## config.mk

```make
export PLATFORM = sky130hd
export DESIGN_NAME = i2c_cmd_frontend
export DESIGN_NICKNAME = d
export VERILOG_FILES = /design/src/rtl/i2c_cmd_pkg.sv /design/src/rtl/i2c_line_sampler.sv /design/src/rtl/i2c_bit_shifter.sv /design/src/rtl/cmd_func_decode.sv /design/src/rtl/i2c_cmd_frontend.sv
export SDC_FILE = /design/constraint.sdc
export NUM_CORES = 1
export LEC_CHECK = 0
export BUFFER_PORTS_ARGS = -buffer_cell sky130_fd_sc_hd__buf_2
export CAP_MARGIN = 20
export CELL_PAD_IN_SITES_DETAIL_PLACEMENT = 0
export CELL_PAD_IN_SITES_GLOBAL_PLACEMENT = 1
export CORE_MARGIN = 2
export CORE_UTILIZATION = 42
export DETAILED_ROUTE_END_ITERATION = 8
export HOLD_SLACK_MARGIN = 0.03
export PLACE_DENSITY_LB_ADDON = 0.1
export SETUP_SLACK_MARGIN = 0.15
export SYNTH_ARGS = -nofsm -noshare
export SYNTH_HDL_FRONTEND = slang
export SYNTH_SLANG_ARGS = --single-unit
```

## constraint.sdc

```tcl
create_clock -name clk_i -period 2.06 [get_ports clk_i]
set_input_delay 0.206 -clock clk_i [delete_from_list [all_inputs] [get_ports clk_i]]
set_output_delay 0.206 -clock clk_i [all_outputs]
set_load 0.01 [all_outputs]
```

## src/rtl/i2c_cmd_pkg.sv

```systemverilog
package i2c_cmd_pkg;

    localparam int         BUF_DEPTH  = 200;
    localparam int         SS_LINES   = 4;
    localparam int         BYTE_W     = 8;
    localparam int         SEL_W      = 3;
    localparam logic [3:0] ADDR_FIXED = 4'b0101;

    typedef enum logic [2:0] {
        ST_IDLE,
        ST_RECV,
        ST_ACK,
        ST_SKIP,
        ST_BUSY
    } fe_state_e;

    typedef enum logic [1:0] {
        BK_ADDR,
        BK_FUNC,
        BK_DATA
    } byte_kind_e;

    typedef struct packed {
        logic scl_rise;
        logic scl_fall;
        logic start;
        logic stop;
    } bus_evt_t;

    function automatic logic addr_match(input logic [BYTE_W-1:0] b,
                                        input logic [3:0]        fixed,
                                        input logic [SEL_W-1:0]  sel);
        return (b[BYTE_W-1:1] == {fixed, sel}) && !b[0];
    endfunction

endpackage

```

## src/rtl/i2c_line_sampler.sv

```systemverilog
module i2c_line_sampler
    import i2c_cmd_pkg::*;
#(
    parameter int SYNC_STAGES = 2
) (
    input  logic     clk_i,
    input  logic     rst_i,
    input  logic     scl_i,
    input  logic     sda_i,
    output bus_evt_t evt_o,
    output logic     sda_o
);
    logic [SYNC_STAGES:0] scl_pipe;
    logic [SYNC_STAGES:0] sda_pipe;

    always_ff @(posedge clk_i) begin
        if (rst_i) begin
            scl_pipe <= '1;
            sda_pipe <= '1;
        end else begin
            scl_pipe <= {scl_pipe[SYNC_STAGES-1:0], scl_i};
            sda_pipe <= {sda_pipe[SYNC_STAGES-1:0], sda_i};
        end
    end

    logic scl_now, scl_old, sda_now, sda_old;
    assign scl_now = scl_pipe[SYNC_STAGES-1];
    assign scl_old = scl_pipe[SYNC_STAGES];
    assign sda_now = sda_pipe[SYNC_STAGES-1];
    assign sda_old = sda_pipe[SYNC_STAGES];

    always_comb begin
        evt_o.scl_rise = scl_now & ~scl_old;
        evt_o.scl_fall = ~scl_now & scl_old;
        evt_o.start    = scl_now & scl_old & sda_old & ~sda_now;
        evt_o.stop     = scl_now & scl_old & ~sda_old & sda_now;
    end

    assign sda_o = sda_now;
endmodule

```

## src/rtl/i2c_bit_shifter.sv

```systemverilog
module i2c_bit_shifter #(
    parameter int W = 8,
    localparam int CNT_W = $clog2(W + 1)
) (
    input  logic         clk_i,
    input  logic         rst_i,
    input  logic         clear_i,
    input  logic         shift_i,
    input  logic         bit_i,
    output logic [W-1:0] data_o,
    output logic         full_o
);
    logic [CNT_W-1:0] cnt_q;

    always_ff @(posedge clk_i) begin
        if (rst_i || clear_i) begin
            cnt_q  <= '0;
            data_o <= '0;
        end else if (shift_i) begin
            data_o <= {data_o[W-2:0], bit_i};
            cnt_q  <= cnt_q + CNT_W'(1);
        end
    end

    assign full_o = (cnt_q == CNT_W'(W));
endmodule

```

## src/rtl/cmd_func_decode.sv

```systemverilog
module cmd_func_decode #(
    parameter int FUNC_W   = 8,
    parameter int SS_LINES = 4
) (
    input  logic [FUNC_W-1:0]   func_i,
    output logic                valid_o,
    output logic [SS_LINES-1:0] mask_o
);
    assign valid_o = (func_i[FUNC_W-1:SS_LINES] == '0) &&
                     (func_i[SS_LINES-1:0] != '0);

    for (genvar g = 0; g < SS_LINES; g++) begin : g_line
        assign mask_o[g] = func_i[g];
    end
endmodule

```

## src/rtl/i2c_cmd_frontend.sv

```systemverilog
module i2c_cmd_frontend
    import i2c_cmd_pkg::*;
#(
    parameter int          BUF_DEPTH  = i2c_cmd_pkg::BUF_DEPTH,
    parameter int          SS_LINES   = i2c_cmd_pkg::SS_LINES,
    parameter logic [3:0]  ADDR_FIXED = i2c_cmd_pkg::ADDR_FIXED,
    localparam int         CNT_W      = $clog2(BUF_DEPTH + 1),
    localparam int         PTR_W      = $clog2(BUF_DEPTH)
) (
    input  logic                clk_i,
    input  logic                rst_i,
    input  logic                scl_i,
    input  logic                sda_i,
    input  logic [SEL_W-1:0]    addr_pins_i,
    input  logic                done_i,
    output logic                sda_pull_o,
    output logic                buf_we_o,
    output logic [PTR_W-1:0]    buf_addr_o,
    output logic [BYTE_W-1:0]   buf_data_o,
    output logic [BYTE_W-1:0]   func_id_o,
    output logic [CNT_W-1:0]    byte_cnt_o,
    output logic                go_o,
    output logic [SS_LINES-1:0] ss_mask_o
);
    bus_evt_t           evt;
    logic               sda_s;
    logic [BYTE_W-1:0]  sh_data;
    logic               sh_full;
    logic               sh_clear;
    logic               sh_shift;
    logic               func_ok;
    logic [SS_LINES-1:0] dec_mask;

    fe_state_e          st_q;
    byte_kind_e         kind_q;
    logic               ack_flag_q;
    logic               ack_phase_q;
    logic               func_seen_q;
    logic [SEL_W-1:0]   addr_sel_q;
    logic               busy_w;
    logic [SEL_W-1:0]   addr_sel_w;

    i2c_line_sampler #(.SYNC_STAGES(2)) u_sampler (
        .clk_i (clk_i),
        .rst_i (rst_i),
        .scl_i (scl_i),
        .sda_i (sda_i),
        .evt_o (evt),
        .sda_o (sda_s)
    );

    assign sh_shift = (st_q == ST_RECV) && evt.scl_rise;
    assign sh_clear = evt.start || ((st_q == ST_RECV) && sh_full);

    i2c_bit_shifter #(.W(BYTE_W)) u_shifter (
        .clk_i   (clk_i),
        .rst_i   (rst_i),
        .clear_i (sh_clear),
        .shift_i (sh_shift),
        .bit_i   (sda_s),
        .data_o  (sh_data),
        .full_o  (sh_full)
    );

    cmd_func_decode #(.FUNC_W(BYTE_W), .SS_LINES(SS_LINES)) u_decode (
        .func_i  (func_id_o),
        .valid_o (func_ok),
        .mask_o  (dec_mask)
    );

    always_ff @(posedge clk_i) begin
        if (rst_i) begin
            st_q        <= ST_IDLE;
            kind_q      <= BK_ADDR;
            ack_flag_q  <= 1'b0;
            ack_phase_q <= 1'b0;
            func_seen_q <= 1'b0;
            addr_sel_q  <= addr_pins_i;
            sda_pull_o  <= 1'b0;
            buf_we_o    <= 1'b0;
            buf_addr_o  <= '0;
            buf_data_o  <= '0;
            func_id_o   <= '0;
            byte_cnt_o  <= '0;
            go_o        <= 1'b0;
            ss_mask_o   <= '0;
        end else begin
            go_o     <= 1'b0;
            buf_we_o <= 1'b0;
            if (st_q == ST_BUSY) begin
                if (done_i) st_q <= ST_IDLE;
            end else if (evt.start) begin
                st_q        <= ST_RECV;
                kind_q      <= BK_ADDR;
                byte_cnt_o  <= '0;
                func_seen_q <= 1'b0;
                ack_phase_q <= 1'b0;
                sda_pull_o  <= 1'b0;
            end else if (evt.stop) begin
                sda_pull_o <= 1'b0;
                if (func_seen_q && func_ok) begin
                    go_o      <= 1'b1;
                    ss_mask_o <= dec_mask;
                    st_q      <= ST_BUSY;
                end else begin
                    st_q <= ST_IDLE;
                end
            end else begin
                unique case (st_q)
                    ST_RECV: begin
                        if (sh_full) begin
                            ack_phase_q <= 1'b0;
                            unique case (kind_q)
                                BK_ADDR: begin
                                    if (addr_match(sh_data, ADDR_FIXED, addr_sel_q)) begin
                                        ack_flag_q <= 1'b1;
                                        kind_q     <= BK_FUNC;
                                        st_q       <= ST_ACK;
                                    end else begin
                                        st_q <= ST_SKIP;
                                    end
                                end
                                BK_FUNC: begin
                                    func_id_o   <= sh_data;
                                    func_seen_q <= 1'b1;
                                    ack_flag_q  <= 1'b1;
                                    kind_q      <= BK_DATA;
                                    st_q        <= ST_ACK;
                                end
                                default: begin
                                    if (byte_cnt_o < CNT_W'(BUF_DEPTH)) begin
                                        buf_we_o   <= 1'b1;
                                        buf_addr_o <= byte_cnt_o[PTR_W-1:0];
                                        buf_data_o <= sh_data;
                                        byte_cnt_o <= byte_cnt_o + CNT_W'(1);
                                        ack_flag_q <= 1'b1;
                                    end else begin
                                        ack_flag_q <= 1'b0;
                                    end
                                    st_q <= ST_ACK;
                                end
                            endcase
                        end
                    end
                    ST_ACK: begin
                        if (evt.scl_fall) begin
                            if (!ack_phase_q) begin
                                sda_pull_o  <= ack_flag_q;
                                ack_phase_q <= 1'b1;
                            end else begin
                                sda_pull_o <= 1'b0;
                                st_q       <= ST_RECV;
                            end
                        end
                    end
                    default: ;
                endcase
            end
        end
    end

    assign busy_w     = (st_q == ST_BUSY);
    assign addr_sel_w = addr_sel_q;
endmodule

```

Word-level counts from Yosys, hierarchy flattened --
Index checks and enable logic that the tools add are counted.
Storage, ports and cells: bits in latches 0, ROM bits 0, memories 0, register bits 68, bits in writable memories 0
Cells by class: multiply operators 0, shifts and indexed selects 0, equal/unequal tests 16, reduce and logical (&&, ||, !) cells 33, $lt $le $gt $ge 1, add/sub/neg operators 2, div/mod/pow operators 0, bitwise operators 17, mux-type cells 42
Operators by type and width (count):
- $mux 8 | 6
- $mux 3 | 9
- $reduce_and 6->1 | 4
- $mux 1 | 18
- $ne 5x5->1 const B | 3
- $reduce_and 5->1 | 3
- $reduce_bool 3->1 | 4
- $mux 2 | 5
- $not 1->1 | 10
- $ne 3x3->1 const B | 3
- $add 8x1->8 const B | 1
- $lt 8x8->1 const B | 1
- $reduce_bool 2->1 | 4
- $reduce_or 8->1 | 1
- $and 1x1->1 | 7
- $eq 7x6->1 | 1
- $reduce_and 7->1 | 1
- $pmux 3 s2 | 1
- $logic_and 1x1->1 | 5
- $reduce_bool 5->1 | 1
- $add 4x1->4 const B | 1
- $eq 4x4->1 const B | 1
- $logic_not 4->1 | 1
- $ne 2x1->1 const B | 2
- 15 further kinds | 18

Depth between registers and ports, before layout --
word-level depth 9, gate-level depth with buffers 9

By module --
A second synthesis with hierarchy kept.
Second synthesis, totals: cells, all modules 291, area total of the unflattened synthesis 2916.5 µm²
By module, submodules not included:
- i2c_cmd_frontend | cells each 221, area each 2183.3 µm², instances 1
- i2c_bit_shifter | cells each 47, area each 495.5 µm², instances 1
- i2c_line_sampler | cells each 16, area each 190.2 µm², instances 1
- cmd_func_decode | cells each 7, area each 47.5 µm², instances 1

Worst setup path before layout --
Ideal clock, no wire load.
kind flip-flop to flip-flop, from register byte_cnt_o[4], to register byte_cnt_o[5], path slack 0.255 ns, required time 1.988 ns, cell stages (with the launch flop) 6, data arrival time 1.733 ns, library setup time 0.072 ns, path through dfxtp_1 o311ai_2 nand4_2 a21o_1 or4_1 a21oi_1
On the way: word-level cells in the longest chain between the ends 7, elaborated cells between the ends (all ways) 10
RTL lines:
- start, declared | line i2c_cmd_frontend.sv:21 | output logic [CNT_W-1:0] byte_cnt_o,
- start signal, assigned | line i2c_cmd_frontend.sv:135 | byte_cnt_o <= byte_cnt_o + CNT_W'(1);
- $add 8x1->8 | line i2c_cmd_frontend.sv:135
- $mux 8 | line i2c_cmd_frontend.sv:131 | if (byte_cnt_o < CNT_W'(BUF_DEPTH)) begin
- $mux 8 | line i2c_cmd_frontend.sv:113 | unique case (kind_q)
- $mux 8 | line i2c_cmd_frontend.sv:111 | if (sh_full) begin
- $mux 8 | line i2c_cmd_frontend.sv:109 | unique case (st_q)
- $mux 8 | line i2c_cmd_frontend.sv:99 | end else if (evt.stop) begin
- $mux 8 | line i2c_cmd_frontend.sv:92 | end else if (evt.start) begin
Several ways; a longest one is shown, not always the timed one. The select of a mux whose other input is x is not followed. A chain may end at the register's enable or synchronous reset.

Worst setup path after layout --
from register u_shifter.cnt_q[1], to register byte_cnt_o[5]
On the way: word-level cells in the longest chain between the ends 3
RTL lines:
- start, declared | line i2c_bit_shifter.sv:13 | logic [CNT_W-1:0] cnt_q;
- start signal, assigned | line i2c_bit_shifter.sv:21 | cnt_q <= cnt_q + CNT_W'(1);
- $eq 4x4->1 | line i2c_bit_shifter.sv:25 | assign full_o = (cnt_q == CNT_W'(W));
- $reduce_bool 2->1 (no line)
- $reduce_and 6->1 (no line)
No other way between the ends.

==> run_results.csv <==
group,metric,value,unit
outcome,outcome,"complete, no violations",
clock_network,clk_path_buf_depth,2,
logic_synthesis,syn_inst,278,
route,wl_met2,2800,um
route,viasPerCell,5.00,
route,drt-total-wl,6180,um
critical_path,max_stage_delay,0.49,ns
global_routing,grt_start_max_net_pins,25,
sta,rsz0062_at_grt,"yes",
die,core_area,0.00631,mm^2
layout,final_cells,430,
critical_path,r2r_slack,0.21,ns
placed_design,dp_hpwl,4290,um
clock_network,h-tree-depth,3,
die,dieArea,0.00717,mm^2
global_routing,grt_pass1_wl,10500,um
layout,area_growth,27.2,%
placed_design,post-place-ws,0.187,ns
sta,relSlewSlack,0.693,
power_and_ir_drop,finalPower,2.54,mW
logic_synthesis,synth_area,0.00274,mm^2
logic_synthesis,syn-num-nets,289,
critical_path,crit_chain,"inv_4, ha_4, and3b_2, nand4_4, a21o_1, or4_1, a21oi_1",
critical_path,crit_fanout,7,
sta,worstMarginPinSlew,0.461,ns
route,num_vias,2148,
sta,timing.fmax,540,MHz
die,ios,47,
power_and_ir_drop,power.leakage,1.54,nW
route,met1Wirelength,3070,um
sta,tns,0,ns
clock_network,cts_tree,"built",
power_and_ir_drop,vdd_ir_drop_max,0.433,mV
logic_synthesis,synth_seq_cells,68,
layout,multi_input_area,0.00132,mm^2
clock_network,clk_pin_slew_worst_paths,0.07,ns
die,fp.dieW,84.7,um
die,initial_core_util,0.433,
route,drt-initial-drc-count,81,
critical_path,end_kind,"register",
critical_path,start_kind,"register",
layout,antennaDiodeCount,0,
sta,setup_slack,0.208,ns
clock_network,root_buffer,"clkbuf_8",
flow_run,maxCapViolations,0,
sta,fin_worst_skew,0.00995,ns
critical_path,cp_slowest_cell,"or4_1",
global_routing,antenna_found_initial,0,
sta,min_period_over_period,0.899,
route,dr_wl_met3,261,um
die,die_h,84.7,um
placed_design,io_buffer_count,46,
placed_design,dpl_cell_area,0.00314,mm^2
placed_design,place.gp.congestion,0.828,
sta,whs,0.0468,ns
critical_path,worst-endpoint-arrival,2.12,ns
sta,hold_viol,0,
logic_synthesis,avgSynthCellArea,9.84,um^2
layout,fill_cells,616,
layout,final_cell_area,0.00348,mm^2
logic_synthesis,yosys_warnings,0,
layout,drive_gt1_frac,0.292,
clock_network,insertion_delay,0.34,ns
layout,final_util,0.551,
sta,period_minus_slack,1.85,ns
placed_design,placed_cells,407,
logic_synthesis,netlist-cell-type-count,41,
layout,fin_nets,359,
global_routing,grt_pass1_vias,2125,
layout,seq_area,0.00140,mm^2
global_routing,overflow,0,
power_and_ir_drop,p_per_area,729,mW/mm^2
min_path,min_path_type,"input pin to register",
route,wl_per_cell,14.4,um
die,rows,29,
route,dr.max_layer_used,"met4",
clock_network,clock-sinks,68,
route,drc,0,
logic_synthesis,ys_seq_area_frac,0.509,
critical_path,crit_required,2.33,ns
clock_network,cts_buffers,9,
sta,report.final.slew_viol_count,0,
sta,setup_viol,0,
route,ant_nets,0,
critical_path,path_class,"register to register",
global_routing,track_usage,0.184,
route,first_pass_iters,4,
==> final timing paths <==
path,endpoint,cells past startpoint,from
worst min register to register,u_sampler.scl_pipe[1],1,u_sampler.scl_pipe[0]
worst max-delay path,byte_cnt_o[5],7,u_shifter.cnt_q[1]
worst min-delay path,u_sampler.sda_pipe[0],2,sda_i
worst max register to register,byte_cnt_o[5],7,u_shifter.cnt_q[1]
==> what timing repair did <==
action,4_1_cts,5_1_grt
hold buffers,3,0
endpoints found under the hold margin,3,0
buffers inserted,0,3
resized for setup,0,21
setup endpoints to repair,0,43
==> cells in the mapped netlist <==
cell	n	area, um^2
o31ai_1	2	15.0
a32oi_1	1	8.76
or4_1	3	22.5
buf_4	2	15.0
and3b_1	2	17.5
xnor2_1	7	61.3
a21o_1	2	15.0
nor4_1	3	18.8
o311ai_2	1	16.3
nand2_1	7	26.3
a211oi_1	4	30.0
or3_1	1	6.26
nand4b_1	5	43.8
edfxtp_1	3	90.1
o21ai_0	9	45.0
or2_2	7	43.8
buf_1	1	3.75
nor3b_1	3	22.5
nor2_1	57	214
a211o_1	1	8.76
a21oi_1	10	50.1
ha_1	3	37.5
and4b_1	1	10.0
o41a_1	1	11.3
nor2b_1	1	6.26
mux2i_1	38	380
nand3b_1	1	7.51
o21bai_1	1	7.51
or3b_2	1	8.76
clkbuf_1	7	26.3
a22oi_1	1	7.51
nor3b_2	1	12.5
nor3_1	6	30.0
xor2_1	3	26.3
and2_1	1	6.26
buf_2	1	5.00
o211ai_1	1	7.51
nand4_2	1	12.5
dfxtp_1	65	1300
nand3_1	6	30.0
inv_1	7	26.3
==> metal layers <==
layer / up-vias / track usage
met5: - / 0
met4: 0 / 0.0678
met3: 4 / 0.0531
met2: 43 / 0.283
met1: 988 / 0.248
li1: 1113 / -
==> area by class of cell <==
cell class	instances	share of cell area
inverter	7	0.00827
tap	77	0.0277
clock inverter	4	0.0137
timing repair buffer	70	0.123
clock buffer	12	0.0446
sequential	68	0.402
multi-input combinational	192	0.381
==> cells in the final DEF, fill, tap and decap left out, types with 4 or more instances in the layout <==
cell	synthesis	layout
dfxtp_1	65	62
nor2_1	57	57
buf_2	1	46
mux2i_1	38	37
buf_4	2	18
clkbuf_8	0	11
a21oi_1	10	10
o21ai_0	9	9
xnor2_1	7	7
or2_2	7	7
nand2_1	7	6
nand3_1	6	6
nand4b_1	5	5
nor3_1	6	5
inv_1	7	5
a211oi_1	4	4
==> critical path, delay by kind of cell, from the launching register on <==
family,cells,cell delay [ns]
AOI/OAI and AO/OA,2,0.43
adders and majority gates,1,0.11
buffers and inverters,1,0.05
DFF,1,0.36
and+or+nand+nor,3,0.83
==> flip-flops by register name, summed over array words and instances, names as in the netlist <==
signal and cells:
u_sampler.scl_pipe 3, func_seen_q 1, st_q 3, u_shifter.data_o 8, u_shifter.cnt_q 4, addr_sel_q 3
sda_pull_o 1, buf_data_o 8, ack_phase_q 1, u_sampler.sda_pipe 3, byte_cnt_o 8, func_id_o 8
go_o 1, kind_q 2, ss_mask_o 4, buf_addr_o 8, ack_flag_q 1, buf_we_o 1
==> logic make-up after synthesis <==
kind of cell / Yosys count / share of synthesized area
xor+xnor: 10 / 0.0320
simple gates: 107 / 0.197
flops: 68 / 0.509
mux: 38 / 0.139
fa+ha+maj: 3 / 0.0137
compound gates: 34 / 0.0814
buf+inv: 18 / 0.0279
==> power breakdown <==
group | switching (mW) | internal (mW) | total [mW]
Sequential | 0.00833 | 1.33 | 1.34
Combinational | 0.0480 | 0.0340 | 0.0820
Clock | 0.491 | 0.622 | 1.11
Total | 0.547 | 1.99 | 2.54
Note: power is estimated with default switching activity, not from simulation.
